File: src/rtl/oc_guard_pkg.sv
package oc_guard_pkg;

    typedef enum logic [1:0] {
        ST_IDLE  = 2'd0,
        ST_SKIP  = 2'd1,
        ST_WATCH = 2'd2,
        ST_LATCH = 2'd3
    } oc_state_e;

    typedef struct packed {
        oc_state_e state;
    } oc_fsm_regs_t;

endpackage

File: src/rtl/oc_window_ctr.sv
module oc_window_ctr #(
    parameter int SKIP_STROBES  = 8,
    parameter int WATCH_STROBES = 8
) (
    input  logic clk,
    input  logic rst_n,
    input  logic clr,
    input  logic inc,
    output logic skip_last,
    output logic watch_last
);
    localparam int TOTAL = SKIP_STROBES + WATCH_STROBES;
    localparam int CNT_W = (TOTAL > 1) ? $clog2(TOTAL) : 1;

    typedef struct packed {
        logic [CNT_W-1:0] cnt;
    } ctr_regs_t;

    ctr_regs_t ctr_d, ctr_q;

    always_comb begin
        ctr_d = ctr_q;
        if (clr) begin
            ctr_d.cnt = '0;
        end else if (inc) begin
            ctr_d.cnt = ctr_q.cnt + 1'b1;
        end
    end

    always_ff @(posedge clk or negedge rst_n) begin
        if (!rst_n) begin
            ctr_q <= '0;
        end else begin
            ctr_q <= ctr_d;
        end
    end

    assign skip_last  = (ctr_q.cnt == CNT_W'(SKIP_STROBES - 1));
    assign watch_last = (ctr_q.cnt == CNT_W'(TOTAL - 1));

endmodule

File: src/rtl/oc_guard_fsm.sv
module oc_guard_fsm
    import oc_guard_pkg::*;
(
    input  logic      clk,
    input  logic      rst_n,
    input  logic      enable,
    input  logic      cyc_strobe,
    input  logic      oc_flag,
    input  logic      skip_last,
    input  logic      watch_last,
    output logic      cnt_clr,
    output logic      cnt_inc,
    output oc_state_e state_o
);
    oc_fsm_regs_t fsm_d, fsm_q;

    always_comb begin
        fsm_d   = fsm_q;
        cnt_clr = 1'b0;
        cnt_inc = 1'b0;
        if (!enable) begin
            fsm_d.state = ST_IDLE;
            cnt_clr     = 1'b1;
        end else if (cyc_strobe) begin
            unique case (fsm_q.state)
                ST_IDLE: begin
                    if (oc_flag) begin
                        fsm_d.state = ST_SKIP;
                        cnt_clr     = 1'b1;
                    end
                end
                ST_SKIP: begin
                    cnt_inc = 1'b1;
                    if (skip_last) begin
                        fsm_d.state = ST_WATCH;
                    end
                end
                ST_WATCH: begin
                    if (oc_flag) begin
                        fsm_d.state = ST_LATCH;
                    end else if (watch_last) begin
                        fsm_d.state = ST_IDLE;
                        cnt_clr     = 1'b1;
                    end else begin
                        cnt_inc = 1'b1;
                    end
                end
                ST_LATCH: begin
                    fsm_d.state = ST_LATCH;
                end
                default: begin
                    fsm_d.state = ST_IDLE;
                    cnt_clr     = 1'b1;
                end
            endcase
        end
    end

    always_ff @(posedge clk or negedge rst_n) begin
        if (!rst_n) begin
            fsm_q.state <= ST_IDLE;
        end else begin
            fsm_q <= fsm_d;
        end
    end

    assign state_o = fsm_q.state;

endmodule

File: src/rtl/oc_guard.sv
module oc_guard
    import oc_guard_pkg::*;
#(
    parameter int SKIP_STROBES  = 8,
    parameter int WATCH_STROBES = 8
) (
    input  logic clk,
    input  logic rst_n,
    input  logic enable,
    input  logic cyc_strobe,
    input  logic oc_flag,
    output logic hs_inhibit,
    output logic latched_off,
    output logic pg_low_req
);
    logic      cnt_clr;
    logic      cnt_inc;
    logic      skip_last;
    logic      watch_last;
    oc_state_e state;

    oc_window_ctr #(
        .SKIP_STROBES (SKIP_STROBES),
        .WATCH_STROBES(WATCH_STROBES)
    ) ctr_i (
        .clk       (clk),
        .rst_n     (rst_n),
        .clr       (cnt_clr),
        .inc       (cnt_inc),
        .skip_last (skip_last),
        .watch_last(watch_last)
    );

    oc_guard_fsm fsm_i (
        .clk       (clk),
        .rst_n     (rst_n),
        .enable    (enable),
        .cyc_strobe(cyc_strobe),
        .oc_flag   (oc_flag),
        .skip_last (skip_last),
        .watch_last(watch_last),
        .cnt_clr   (cnt_clr),
        .cnt_inc   (cnt_inc),
        .state_o   (state)
    );

    assign latched_off = (state == ST_LATCH);
    assign pg_low_req  = !enable || latched_off;
    assign hs_inhibit  = !enable || latched_off || oc_flag;

endmodule

File: config.mk
export PLATFORM = sky130hd
export DESIGN_NAME = oc_guard
export DESIGN_NICKNAME = d
export VERILOG_FILES = /design/src/rtl/oc_guard_pkg.sv /design/src/rtl/oc_window_ctr.sv /design/src/rtl/oc_guard_fsm.sv /design/src/rtl/oc_guard.sv
export SDC_FILE = /design/constraint.sdc
export NUM_CORES = 1
export LEC_CHECK = 0
export BUFFER_PORTS_ARGS = -buffer_cell sky130_fd_sc_hd__buf_2
export CORE_AREA = 2 2 39 41
export DETAILED_ROUTE_END_ITERATION = 6
export DIE_AREA = 0 0 41 43
export PLACE_DENSITY = 0.63
export SLEW_MARGIN = 5
export SYNTH_ARGS = -nofsm -noshare
export SYNTH_HDL_FRONTEND = slang
export SYNTH_SLANG_ARGS = --single-unit
File: constraint.sdc
create_clock -name clk -period 2 [get_ports clk]
set_clock_uncertainty 0.1 [all_clocks]
set_input_delay 0.1 -clock clk [delete_from_list [all_inputs] [get_ports clk]]
set_output_delay 0.1 -clock clk [all_outputs]
set_load 0.02 [all_outputs]
== Yosys cells after proc, flatten, opt, wreduce, memory -nomap -nowiden ==
Cells that the tools add are included.

* Register bits after elaboration: 6
* Output and inout port bits: 3
* Bits of input ports: 5

* Add/sub/neg operators: 1
* Multiplexer cells: 20
* Reduce and logical (&&, ||, !) cells: 6
* Equal/unequal tests: 9

{| class="wikitable"
|+ Operator list
! operator !! count
|-
| two-way mux 2 bit || 6
|-
| two-way mux 1 bit || 9
|-
| two-way mux 4 bit || 2
|-
| one-hot mux 2 bit (4 select lines) || 1
|-
| inequality test 3 bit (second input constant) || 2
|-
| adder 4 x 1 -> 4 bit (second input constant) || 1
|-
| equality test 2 bit (second input constant) || 2
|-
| equality test 4 x 3 -> 1 bit (second input constant) || 1
|-
| equality test 4 bit (second input constant) || 1
|-
| inequality test 4 bit (second input constant) || 1
|-
| one-hot mux 1 bit (2 select lines) || 2
|-
| AND reduction 4 bit || 1
|-
| equality test 2 x 1 -> 1 bit (second input constant) || 1
|-
| logical NOT 2 bit || 1
|-
| logical OR 1 bit || 2
|-
| inequality test 2 x 1 -> 1 bit (second input constant) || 1
|-
| nonzero test 2 bit || 1
|-
| logical NOT 1 bit || 1
|}

== Depth between registers and ports, before layout ==
Gate-level depths: netlist of the first run.

* Depth in word-level cells: 8
* Gate-level depth with buffers: 6

== Hierarchy ==
Synthesis of the first run repeated with hierarchy kept, for this count alone.

* Cells, all modules: 55
* Area total of the unflattened synthesis: 480.5 µm²

{| class="wikitable"
|+ By module, submodules not included
! module !! times used !! area each (µm²) !! cells each
|-
| oc_guard_fsm || 1 || 252.7 || 32
|-
| oc_window_ctr || 1 || 206.4 || 19
|-
| oc_guard || 1 || 21.3 || 4
|}

== Worst setup path after synthesis of the first run ==
Ideal clock, no wire load.

* Path kind: reg-to-reg
* Start: register, netlist name fsm_i.state_o[0]
* End: register, netlist name fsm_i.state_o[1]
* Data required time: 1.760 ns
* Buffers on the path: 0
* Clock period less this slack: 1.816 ns
* Stages on the path, launching flop included: 7
* Path slack: 0.184 ns
* Arrival time: 1.576 ns
* Setup time: 0.140 ns
* Cell sequence: dfrtp_1 > inv_1 > ha_1 > nor3b_1 > o32a_1 > a2111oi_1 > o32ai_1

* Word-level cells in the longest chain between the ends: 4

{| class="wikitable"
|+ RTL lines
! element !! RTL line !! text
|-
| equality test 2 bit (tied with other cells) || oc_guard_fsm.sv:25 || <nowiki>unique case (fsm_q.state)</nowiki>
|-
| one-hot mux 2 bit (4 select lines) || oc_guard_fsm.sv:25 ||
|-
| two-way mux 2 bit || oc_guard_fsm.sv:24 || <nowiki>end else if (cyc_strobe) begin</nowiki>
|-
| two-way mux 2 bit || oc_guard_fsm.sv:21 || <nowiki>if (!enable) begin</nowiki>
|}

Parallel ways exist; a longest one is shown, timed or not. The select of a mux whose other input is x is not followed.
A chain may end at the register's enable or synchronous reset.

== Worst setup path in the final report of the first run ==
* Start: register, netlist name fsm_i.state_o[0]
* End: register, netlist name fsm_i.state_o[1]

* Word-level cells in the longest chain between the ends: 4

{| class="wikitable"
|+ RTL lines
! element !! RTL line
|-
| equality test 2 bit (tied with other cells) || oc_guard_fsm.sv:25
|-
| one-hot mux 2 bit (4 select lines) || oc_guard_fsm.sv:25
|-
| two-way mux 2 bit || oc_guard_fsm.sv:24
|-
| two-way mux 2 bit || oc_guard_fsm.sv:21
|}

Parallel ways exist; a longest one is shown, timed or not. The select of a mux whose other input is x is not followed.

==> results by group, run 1 <==
Outcome
  – Result of the run: finished clean

Worst setup path
  – Max stage delay on crit path: around 0.38 ns
  – Kind of cell adding the most delay to the critical path: compound AO/OA/AOI/OAI gates
  – Crit path DAT: between 1.5 and 2 ns
  – Startpoint kind of the worst setup timing path: flop
  – Ordered list of cells on the worst path: inv_1 -> ha_1 -> nor3b_1 -> o32a_1 -> a2111oi_1 -> o32ai_1
  – Worst Setup Path Type: reg -> reg
  – Critical path required time: 2.01 ns
  – Kind of end point of the critical path: flop
  – Top fanout value on the critical path: 4
  – Crit-path slowest cell: sky130_fd_sc_hd__dfrtp_1
  – CP bufs+invs: 1

STA
  – Post-route clock period utilization: 0.953
  – Hold WS: approximately 0.054 ns
  – Max-slew violation count: 0
  – Setup TNS: 0 ns
  – Total of endpoints with negative setup slack in the final report: 0
  – Count of endpoints failing hold in the final timing report: 0
  – Normalized max-slew margin: 0.763
  – RSZ-0062 raised after global routing: false
  – Maximum clock frequency: approximately 520 MHz
  – Transition time at the pin with the least slew margin: 0.353 ns
  – Minimum clock period: roughly 1.9 ns

Drt
  – Routed WL: around 960 um
  – Overall via count from detail_route: approximately 400
  – Routed length per placed instance: 12.4 um
  – Vias per inst: ~5.2
  – Number of detailed-route iterations in the first pass: 2
  – Detailed Route Iter0 Violations: 1
  – Antenna Nets Post-Route: 0
  – Post-route DRC violation count: 0

Die
  – Area enclosed by the die boundary: between 1500 and 2000 um2
  – Core Footprint: approximately 1400 um2
  – Starting utilization of the core area: 0.338
  – Height of the chip: 43 um
  – Number of placement rows: 14
  – Boundary pin count: 8
  – Die extent in x: slightly above 40 um

Clock tree
  – Clock latency reported for the late side of the worst-skew pair: between 0.2 and 0.25 ns
  – Number of buffers created by CTS: 3
  – Resized Gates After CTS: 0
  – Clock tree from TritonCTS: done
  – Buffer type at the clock tree root: sky130_fd_sc_hd__clkbuf_4
  – Clock slew at reported path FFs: around 0.04 ns
  – Buffer levels on the longest clock path: 2
  – Clock sink count: 6
  – Number of levels in the clock H-tree: 1

Logic synthesis
  – Share of the synthesized area in the top cell type: 0.321
  – Register area share after synthesis: 0.321
  – Distinct cell type count after synthesis: 29
  – Net Count, Synth: 58
  – Instance count of the mapped netlist: 48
  – Synthesis-stage register bit count: 6
  – Syn Std Cell Area: 468 um2
  – Top area cells in the synthesized netlist: sky130_fd_sc_hd__dfrtp_1 (32%), sky130_fd_sc_hd__ha_1 (13%), sky130_fd_sc_hd__xor2_1 (3.7%)
  – Post-Synthesis Mean Instance Area: around 9.7 um2
  – Warnings from Yosys: 0
  – Cell type contributing the most total cell area after synthesis: sky130_fd_sc_hd__dfrtp_1

Cells and area
  – Area delta synth->final: 21.9%
  – Number of nets at the end of the flow: 73
  – Filler instances: approximately 150
  – Diode insertion count for antenna repair: 0
  – Final Non-Filler Cells: a little under 80
  – Post-Route Utilization: 0.412
  – Most frequent standard cell in the layout excluding fill and tap cells: sky130_fd_sc_hd__buf_2
  – Fraction of layout cells with a size suffix above 1: 0.279
  – Most frequent cells in the layout: sky130_fd_sc_hd__buf_2 (7), sky130_fd_sc_hd__dfrtp_1 (6), sky130_fd_sc_hd__ha_1 (5), sky130_fd_sc_hd__nor2_1 (4)

Power
  – Switching power as a share of total power: 0.274
  – Internal Dissipation: roughly 0.23 mW
  – Areal power density over the cells: ~550 nW/um2
  – Worst voltage drop across the vdd grid: 0.218 mV
  – Clock share of power: 0.347
  – Switching power total: approximately 0.087 mW
  – Sequential fraction of design power: 0.408
  – Combinational fraction of design power: 0.245
  – Leakage: 0.268 nW

Placed design
  – Final weighted congestion in routability-driven placement: approximately 0.7
  – Detailed placement HPWL: between 700 and 800 um
  – Post-Place Cells: 72
  – Count of input and output buffers: 7

Job
  – Max-capacitance violation count: 0

GRT
  – Total routing usage reported by global routing: 0.145
  – Global-route wire length before repair: between 1.5 and 2 mm
  – Vias in the first global route: between 400 and 500
  – Pin count of the biggest net entering global routing: 8
  – Number of antenna violations at the first check in global routing: 0
  – GRT Residual Overflow: 0

Hold path
  – Path class of the lowest-slack min-delay path: in -> reg
path summary, 6_finish.rpt:
check	from	to	slack (ns)	depth (start not counted)
setup / recovery	fsm_i.state_o[0]	fsm_i.state_o[1]	0.09	6
hold / removal	enable	fsm_i.state_o[0]	0.05	2
setup reg to reg	fsm_i.state_o[0]	fsm_i.state_o[1]	0.09	6
hold reg to reg	ctr_i.ctr_q[1]	ctr_i.ctr_q[1]	0.46	2
max in group asynchronous	rst_n	ctr_i.ctr_q[1]	1.55	2
min in group asynchronous	rst_n	ctr_i.ctr_q[3]	0.11	2
worst reg2reg max path, stage by stage (launching register included):
cell	delay (ns)
sky130_fd_sc_hd__dfrtp_1	0.38
sky130_fd_sc_hd__inv_1	0.08
sky130_fd_sc_hd__ha_1	0.24
sky130_fd_sc_hd__nor3b_1	0.15
sky130_fd_sc_hd__o32a_1	0.38
sky130_fd_sc_hd__a2111oi_1	0.33
sky130_fd_sc_hd__o32ai_1	0.12
cell type report:
type / count / area, um2 / area share
Timing Repair Buffer: 10 / 60.1 / 0.105
Inverter: 3 / 11.3 / 0.0197
Tap cell: 16 / 20.0 / 0.0351
Sequential cell: 6 / 150 / 0.263
Multi-Input combinational cell: 39 / 307 / 0.537
Clock buffer: 3 / 22.5 / 0.0395
registers in the layout (all words and copies together) (netlist names):
name           count
ctr_i.ctr_q        4
fsm_i.state_o      2
cell families after synthesis:
logic type,Yosys count,share of synthesized area
muxes,1,0.0214
AOI/OAI and AO/OA,11,0.203
adders and majority gates,5,0.134
buffers and inverters,3,0.0241
xor gates and xnor gates,2,0.0374
and+or+nand+nor,20,0.259
DFF,6,0.321
repair_timing:
action | CTS | global route
hold buffers | 1 | 0
setup endpoints to repair | 0 | 1
buffers inserted | 0 | 1
endpoints found under the hold margin | 6 | 0
power groups by stage:
stage                     clock network, mW  logic (mW)  registers, mW
after floorplan                           0      0.0480          0.131
after global placement                    0      0.0745          0.131
after detailed placement                  0      0.0745          0.131
after CTS                             0.115      0.0766          0.129
after global routing                  0.123      0.0861          0.129
final                                 0.110      0.0773          0.129
stage by stage:
step / power, mW / cell area (um2) / setup WS [ns]
after floorplan: 0.179 / 468 / 0.184
after global placement: 0.206 / 531 / 0.106
after detailed placement: 0.206 / 531 / 0.0659
after CTS: 0.321 / 563 / 0.0579
after global routing: 0.338 / 571 / 0.0135
final: 0.316 / 571 / 0.0940
synthesized netlist by cell type:
| cell | n |
|---|---|
| sky130_fd_sc_hd__o21ai_0 | 1 |
| sky130_fd_sc_hd__ha_1 | 5 |
| sky130_fd_sc_hd__nand2b_1 | 1 |
| sky130_fd_sc_hd__nand4b_1 | 1 |
| sky130_fd_sc_hd__nor2_1 | 4 |
| sky130_fd_sc_hd__or2_1 | 1 |
| sky130_fd_sc_hd__mux2i_1 | 1 |
| sky130_fd_sc_hd__o21ai_1 | 1 |
| sky130_fd_sc_hd__o2111ai_2 | 1 |
| sky130_fd_sc_hd__or3_1 | 1 |
| sky130_fd_sc_hd__nand3_1 | 2 |
| sky130_fd_sc_hd__and2_1 | 1 |
| sky130_fd_sc_hd__o32ai_1 | 1 |
| sky130_fd_sc_hd__o221a_1 | 1 |
| sky130_fd_sc_hd__nand2b_2 | 1 |
| sky130_fd_sc_hd__inv_1 | 3 |
| sky130_fd_sc_hd__a211o_2 | 1 |
| sky130_fd_sc_hd__and3_1 | 2 |
| sky130_fd_sc_hd__o211ai_1 | 1 |
| sky130_fd_sc_hd__nor2b_2 | 1 |
| sky130_fd_sc_hd__nor3b_1 | 1 |
| sky130_fd_sc_hd__o32a_1 | 1 |
| sky130_fd_sc_hd__xor2_1 | 2 |
| sky130_fd_sc_hd__a22oi_1 | 1 |
| sky130_fd_sc_hd__nand2_1 | 3 |
| sky130_fd_sc_hd__a21oi_1 | 1 |
| sky130_fd_sc_hd__a2111oi_1 | 1 |
| sky130_fd_sc_hd__dfrtp_1 | 6 |
| sky130_fd_sc_hd__nand2b_4 | 1 |
per-layer routing:
metal	up-vias	wire length, um	track usage	part of all wire
met5	-	0	0	0
met1	191	454	0.188	0.47
met4	0	0	0.0800	0
met3	0	19	0.0314	0.020
met2	3	482	0.213	0.50
li1	205	-	-	-
Power figures use the tool's default switching activity.
==> inputs of run 2 (changes only) <==
RECOVER_POWER = 50   (was default)
==> run 2 against run 1 <==
Global-route usage is the same. Sequential power hardly changed. Largest cell class unchanged. Core utilization fell by 0.18 points. Die area did not move. Critical path type unchanged. Non-clock buffer count unchanged. Worst setup slack did not move. Hold slack about the same. Clock-buffer cell count did not move. Final area fell by 0.44%.
==> results by group, run 2 (synthesis gave the netlist of run 1 again) <==
STA
  – Transition time at the pin with the least slew margin: 0.354 ns (+0.00109 ns)
  – Minimum clock period: 1.91 ns (unchanged)
  – Post-route clock period utilization: 0.953 (unchanged)
  – Count of endpoints failing hold in the final timing report: 0 (unchanged)
  – Maximum clock frequency: 525 MHz (unchanged)
  – RSZ-0062 raised after global routing: false
  – Normalized max-slew margin: 0.762 (about the same)
  – Max-slew violation count: 0 (unchanged)
  – Total of endpoints with negative setup slack in the final report: 0 (unchanged)
  – Setup TNS: 0 ns (unchanged)

GRT
  – GRT Residual Overflow: 0 (unchanged)
  – Pin count of the biggest net entering global routing: 8 (unchanged)
  – Vias in the first global route: 401 (unchanged)
  – Total routing usage reported by global routing: 0.145 (unchanged)
  – Number of antenna violations at the first check in global routing: 0 (unchanged)
  – Global-route wire length before repair: 1.75 mm (unchanged)

Power
  – Areal power density over the cells: 556 nW/um2 (+0.34%)
  – Worst voltage drop across the vdd grid: 0.218 mV (about the same)
  – Leakage: 0.260 nW (-2.7%)

Worst setup path
  – Ordered list of cells on the worst path: inv_1 -> ha_1 -> nor3b_1 -> o32a_1 -> a2111oi_1 -> o32ai_1
  – Top fanout value on the critical path: 4 (unchanged)
  – CP bufs+invs: 1 (unchanged)
  – Kind of cell adding the most delay to the critical path: compound AO/OA/AOI/OAI gates
  – Register-to-Register Path Depth: 6 (unchanged)
  – Max stage delay on crit path: 0.38 ns (about the same)
  – Worst Setup Path Type: reg -> reg
  – Startpoint kind of the worst setup timing path: flop
  – Kind of end point of the critical path: flop
  – Critical path required time: 2.01 ns (about the same)
  – Path length in cells of the critical path: 6 (unchanged)
  – Crit-path slowest cell: sky130_fd_sc_hd__dfrtp_1
  – Crit path DAT: 1.91 ns (about the same)

Drt
  – Length of routed met3 wiring: 19 um (unchanged)
  – Antenna Nets Post-Route: 0 (unchanged)
  – Number of detailed-route iterations in the first pass: 2 (unchanged)
  – Detailed Route Iter0 Violations: 1 (unchanged)
  – Routed WL: 956 um (unchanged)
  – Routed metal-1 wirelength: 454 um (unchanged)
  – Routed met2 length: 482 um (unchanged)
  – Overall via count from detail_route: 399 (unchanged)
  – Routed length per placed instance: 12.4 um (unchanged)
  – Top layer in use: met3
  – Vias per inst: 5.18 (unchanged)
  – Post-route DRC violation count: 0 (unchanged)

Hold path
  – Path class of the lowest-slack min-delay path: in -> reg
  – Worst Hold Depth: 2 (unchanged)

Cells and area
  – Top reg by flops: ctr_i.ctr_q
  – Post-Route Utilization: 0.410 (-0.00181)
  – Number of nets at the end of the flow: 73 (unchanged)
  – Diode insertion count for antenna repair: 0 (unchanged)
  – Largest register FFs: 4 (unchanged)
  – Most frequent cells in the layout: sky130_fd_sc_hd__dfrtp_1 (6), sky130_fd_sc_hd__ha_1 (5), sky130_fd_sc_hd__buf_2 (5), sky130_fd_sc_hd__nor2_1 (4)
  – Most frequent standard cell in the layout excluding fill and tap cells: sky130_fd_sc_hd__dfrtp_1
  – Fraction of layout cells with a size suffix above 1: 0.246 (-0.0328)
  – Area delta synth->final: 21.4%

Placed design
  – Detailed placement HPWL: 736 um (unchanged)
  – Final weighted congestion in routability-driven placement: 0.715 (unchanged)
  – Count of input and output buffers: 7 (unchanged)

Outcome
  – Result of the run: finished clean

Die
  – Height of the chip: 43 um (unchanged)
  – Core Footprint: 1380 um2 (unchanged)
  – Die extent in x: 41 um (unchanged)
  – Area enclosed by the die boundary: 1760 um2 (unchanged)
  – Number of placement rows: 14 (unchanged)
  – Starting utilization of the core area: 0.338 (unchanged)
  – Boundary pin count: 8 (unchanged)

Clock tree
  – Number of buffers created by CTS: 3 (unchanged)
  – Buffer levels on the longest clock path: 2 (unchanged)
  – Buffer type at the clock tree root: sky130_fd_sc_hd__clkbuf_4
  – Clock tree from TritonCTS: done
  – Number of levels in the clock H-tree: 1 (unchanged)
  – Clock sink count: 6 (unchanged)
  – Clock latency reported for the late side of the worst-skew pair: 0.24 ns (about the same)
  – Clock slew at reported path FFs: 0.04 ns (about the same)

Job
  – Max-capacitance violation count: 0 (unchanged)
[run 2: cell count changes in the layout (fill, tap and decap cells not counted), sizes merged]
cell    previous run  this run
buf                9         7
clkbuf             3         5
[run 2: path summary, 6_finish.rpt]
path / from / endpoint / slack [ns]
max in group asynchronous: rst_n / ctr_i.ctr_q[1] / 1.40
min reg2reg: ctr_i.ctr_q[1] / ctr_i.ctr_q[1] / 0.46
max reg2reg: fsm_i.state_o[0] / fsm_i.state_o[1] / 0.09
min: enable / fsm_i.state_o[0] / 0.05
max: fsm_i.state_o[0] / fsm_i.state_o[1] / 0.09
min in group asynchronous: rst_n / ctr_i.ctr_q[3] / 0.16
[run 2: metal layers]
metal,vias to the layer above,track usage
met1,191,0.188
met4,0,0.0800
met2,3,0.213
li1,205,-
met3,0,0.0314
met5,-,0
[run 2: cell type report]
cell class                      count  area [um2]
Multi-Input combinational cell     39         307
Sequential cell                     6         150
Clock buffer                        3        22.5
Timing Repair Buffer               10        57.6
Inverter                            3        11.3
Tap cell                           16        20.0
Fill cell                         152         816
[run 2: timing repair]
item,CTS,global route
hold buffers,1,0
endpoints found under the setup margin,0,1
gates resized for setup,0,0
buffers inserted,0,1
hold endpoints to repair,6,0
[run 2: power breakdown]
part | internal, mW | leakage, nW | switching, mW
clock | 0.0678 | 0.0138 | 0.0419
combinational | 0.0357 | 0.164 | 0.0413
sequential | 0.126 | 0.0830 | 0.00353
total | 0.229 | 0.260 | 0.0868
[run 2: through the flow]
| step | power [mW] | cells | setup slack, ns | instance area [um2] | hold WS (ns) |
|---|---|---|---|---|---|
| after floorplan | 0.179 | 48 | 0.184 | 468 | -0.296 |
| after global placement | 0.206 | 72 | 0.106 | 531 | -0.168 |
| after detailed placement | 0.206 | 72 | 0.0659 | 531 | -0.168 |
| after CTS | 0.321 | 76 | 0.0579 | 563 | 0.0492 |
| after global routing | 0.338 | 77 | 0.0135 | 568 | 0.0729 |
| final | 0.316 | 77 | 0.0940 | 568 | 0.0540 |
==> inputs of run 3 (changes only) <==
--- a/config.mk
+++ b/config.mk
@@ -12,4 +12,5 @@
 export PLACE_DENSITY = 0.63
 export RECOVER_POWER = 50
+export SETUP_SLACK_MARGIN = 0.1
 export SLEW_MARGIN = 5
 export SYNTH_ARGS = -nofsm -noshare
==> constraint.sdc (replaced) <==
create_clock -name clk -period 2 [get_ports clk]
set_clock_uncertainty 0.1 [all_clocks]
set_input_delay 0.6 -clock clk [delete_from_list [all_inputs] [get_ports clk]]
set_output_delay 0.6 -clock clk [all_outputs]
set_load 0.02 [all_outputs]
==> run 3 against run 2 <==
The flow now finishes with violations (setup timing). Global-route usage shrank 0.27 points. Maximum frequency shrank 6.1%. Sequential share of layout area shrank 3.1 points. Final area grew 13%. Highest routed layer unchanged.
==> results by group, run 3 (synthesis gave the netlist of run 1 again) <==
Cells and area
  – Number of nets at the end of the flow: 78 (+6.8%)
  – Most frequent standard cell in the layout excluding fill and tap cells: sky130_fd_sc_hd__buf_4
  – Most frequent cells in the layout: sky130_fd_sc_hd__buf_4 (7), sky130_fd_sc_hd__dfrtp_1 (6), sky130_fd_sc_hd__nor2_1 (4), sky130_fd_sc_hd__buf_2 (4)
  – Diode insertion count for antenna repair: 0 (unchanged)
  – Fraction of layout cells with a size suffix above 1: 0.394 (+0.148)
  – Filler instances: 134 (-12%)
  – Post-Route Utilization: 0.465 (+0.0542)
  – Area delta synth->final: 37.4%
  – Final Non-Filler Cells: 82 (+6.5%)
  – Largest register FFs: 4 (unchanged)
  – Top reg by flops: ctr_i.ctr_q
  – Final standard cell area without fillers: 643 um2 (+13%)

Clock tree
  – Clock sink count: 6 (unchanged)
  – Buffer type at the clock tree root: sky130_fd_sc_hd__clkbuf_4
  – Clock tree from TritonCTS: done
  – Clock slew at reported path FFs: 0.04 ns (about the same)
  – Number of levels in the clock H-tree: 1 (unchanged)
  – Count of hold buffers inserted by post-cts repair: 0 (-1)
  – Clock latency reported for the late side of the worst-skew pair: 0.24 ns (about the same)
  – Number of buffers created by CTS: 3 (unchanged)
  – Buffer levels on the longest clock path: 2 (unchanged)

Hold path
  – Path class of the lowest-slack min-delay path: in -> async

STA
  – Count of endpoints failing hold in the final timing report: 0 (unchanged)
  – Total of endpoints with negative setup slack in the final report: 1 (+1)
  – Minimum clock period: 2.03 ns (+0.124 ns)
  – Post-route clock period utilization: 1.01 (+0.0618)
  – Normalized max-slew margin: 0.775 (+0.0130)
  – Max-slew violation count: 0 (unchanged)
  – RSZ-0062 raised after global routing: true
  – Maximum clock frequency: 493 MHz (-6.1%)
  – Final setup slack of the worst path: -0.0297 ns (-0.124 ns)
  – Transition time at the pin with the least slew margin: 0.335 ns (-0.0194 ns)

Worst setup path
  – Max stage delay on crit path: 0.41 ns (+0.03 ns)
  – Worst Setup Path Type: reg -> out
  – Startpoint kind of the worst setup timing path: flop
  – Top fanout value on the critical path: 4 (unchanged)
  – Crit path DAT: 1.33 ns (-0.58 ns)
  – Register-to-Register Path Depth: 7 (+1)
  – End of the worst register-to-register path: fsm_i.state_o[1]
  – Ordered list of cells on the worst path: ha_2 -> nand2b_4 -> or2_1 -> buf_6
  – Crit-path slowest cell: sky130_fd_sc_hd__dfrtp_1
  – Internal reg-to-reg setup slack: 0.04 ns (-0.05 ns)
  – Worst R2R Start: fsm_i.state_o[0]
  – Critical path required time: 1.30 ns (-0.71 ns)
  – Kind of end point of the critical path: output pin

Placed design
  – Final weighted congestion in routability-driven placement: 0.715 (unchanged)
  – Pre-CTS setup slack: 0.0262 ns (-0.0397 ns)
  – Count of input and output buffers: 7 (unchanged)
  – Post-Place Cells: 73 (+1.4%)
  – Detailed placement HPWL: 746 um (+1.4%)
  – Area of placed instances: 543 um2 (+2.4%)

Drt
  – Post-route DRC violation count: 0 (unchanged)
  – Overall via count from detail_route: 432 (+8.3%)
  – Routed metal-1 wirelength: 467 um (+2.9%)
  – Antenna Nets Post-Route: 0 (unchanged)
  – Length of routed met3 wiring: 27 um (+42%)
  – Routed length per placed instance: 13.0 um (+4.5%)
  – Detailed Route Iter0 Violations: 4 (+3)
  – Number of detailed-route iterations in the first pass: 4 (+2)
  – Routed met2 length: 570 um (+18%)
  – Vias per inst: 5.27 (+1.7%)
  – Routed WL: 1.06 mm (+11%)
  – Top layer in use: met3

Outcome
  – Violations in the final reports: setup timing
  – Result of the run: finished with violations

Die
  – Number of placement rows: 14 (unchanged)
  – Boundary pin count: 8 (unchanged)
  – Core Footprint: 1380 um2 (unchanged)
  – Starting utilization of the core area: 0.338 (unchanged)
  – Die extent in x: 41 um (unchanged)
  – Height of the chip: 43 um (unchanged)
  – Area enclosed by the die boundary: 1760 um2 (unchanged)

Power
  – Worst voltage drop across the vdd grid: 0.335 mV (+54%)
  – Areal power density over the cells: 511 nW/um2 (-8.1%)
  – Final total power: 0.329 mW (+4.0%)
  – Leakage: 0.294 nW (+13%)

GRT
  – GRT Residual Overflow: 0 (unchanged)
  – Vias in the first global route: 410 (+2.2%)
  – Pin count of the biggest net entering global routing: 8 (unchanged)
  – Number of antenna violations at the first check in global routing: 0 (unchanged)
  – Total routing usage reported by global routing: 0.142 (-0.00275)
  – Global-route wire length before repair: 1.67 mm (-4.4%)

Job
  – Max-capacitance violation count: 0 (unchanged)
## run 3: cell count changes in the layout (fill, tap and decap cells not counted), moves of 2 or more
| cell | before | now |
|---|---|---|
| sky130_fd_sc_hd__ha_2 | 0 | 2 |
| sky130_fd_sc_hd__ha_1 | 5 | 3 |
| sky130_fd_sc_hd__buf_6 | 0 | 3 |
| sky130_fd_sc_hd__buf_4 | 2 | 7 |
## run 3: power by group
part,total (mW),internal [mW],leakage (nW),switching [mW]
Clock,0.106,0.0675,0.0138,0.0385
Combinational,0.0933,0.0461,0.197,0.0471
Sequential,0.129,0.126,0.0830,0.00362
## run 3: how the worst max path moves through the flow
stage,startpoint,to,slack (ns),depth (start not counted)
2_1_floorplan,fsm_i.state_o[0],hs_inhibit,0.10,3
3_3_place_gp,fsm_i.state_o[0],fsm_i.state_o[1],0.06,6
3_5_place_dp,fsm_i.state_o[0],fsm_i.state_o[1],0.03,6
4_1_cts,fsm_i.state_o[0],hs_inhibit,-0.04,4
5_1_grt,fsm_i.state_o[0],fsm_i.state_o[1],-0.08,7
6_report,fsm_i.state_o[0],hs_inhibit,-0.03,4
## run 3: final cells by class
cell class	count	area (um2)	area share
clock buffers	3	22.5	0.0350
repair buffers	15	110	0.171
well taps	16	20.0	0.0311
flip-flops and latches	6	150	0.233
multi-input cells	39	329	0.512
inverters	3	11.3	0.0175
## run 3: worst max-delay path, delay by kind of cell, from the launching register on
family	cells	cell delay [ns]
DFF	1	0.41
and+or+nand+nor	2	0.35
adders and majority gates	1	0.20
buffers and inverters	1	0.13
## run 3: per-stage QoR
stage	hold slack [ns]	TNS, ns
after floorplan	0.204	0
after global placement	0.328	0
after detailed placement	0.328	0
after CTS	0.0683	-0.0370
after global routing	0.130	-0.187
final	0.123	-0.0297
## run 3: per-layer routing
layer / vias to the layer above / global-route usage
li1: 215 / -
met5: - / 0
met2: 11 / 0.222
met3: 0 / 0.0314
met1: 206 / 0.169
met4: 0 / 0.0800
## run 3: timing repair
item                       4_1_cts  5_1_grt
resized for setup                6        3
buffers inserted                 3        3
pin swaps                        4        2
setup endpoints to repair        3        4
gates cloned                     0        0
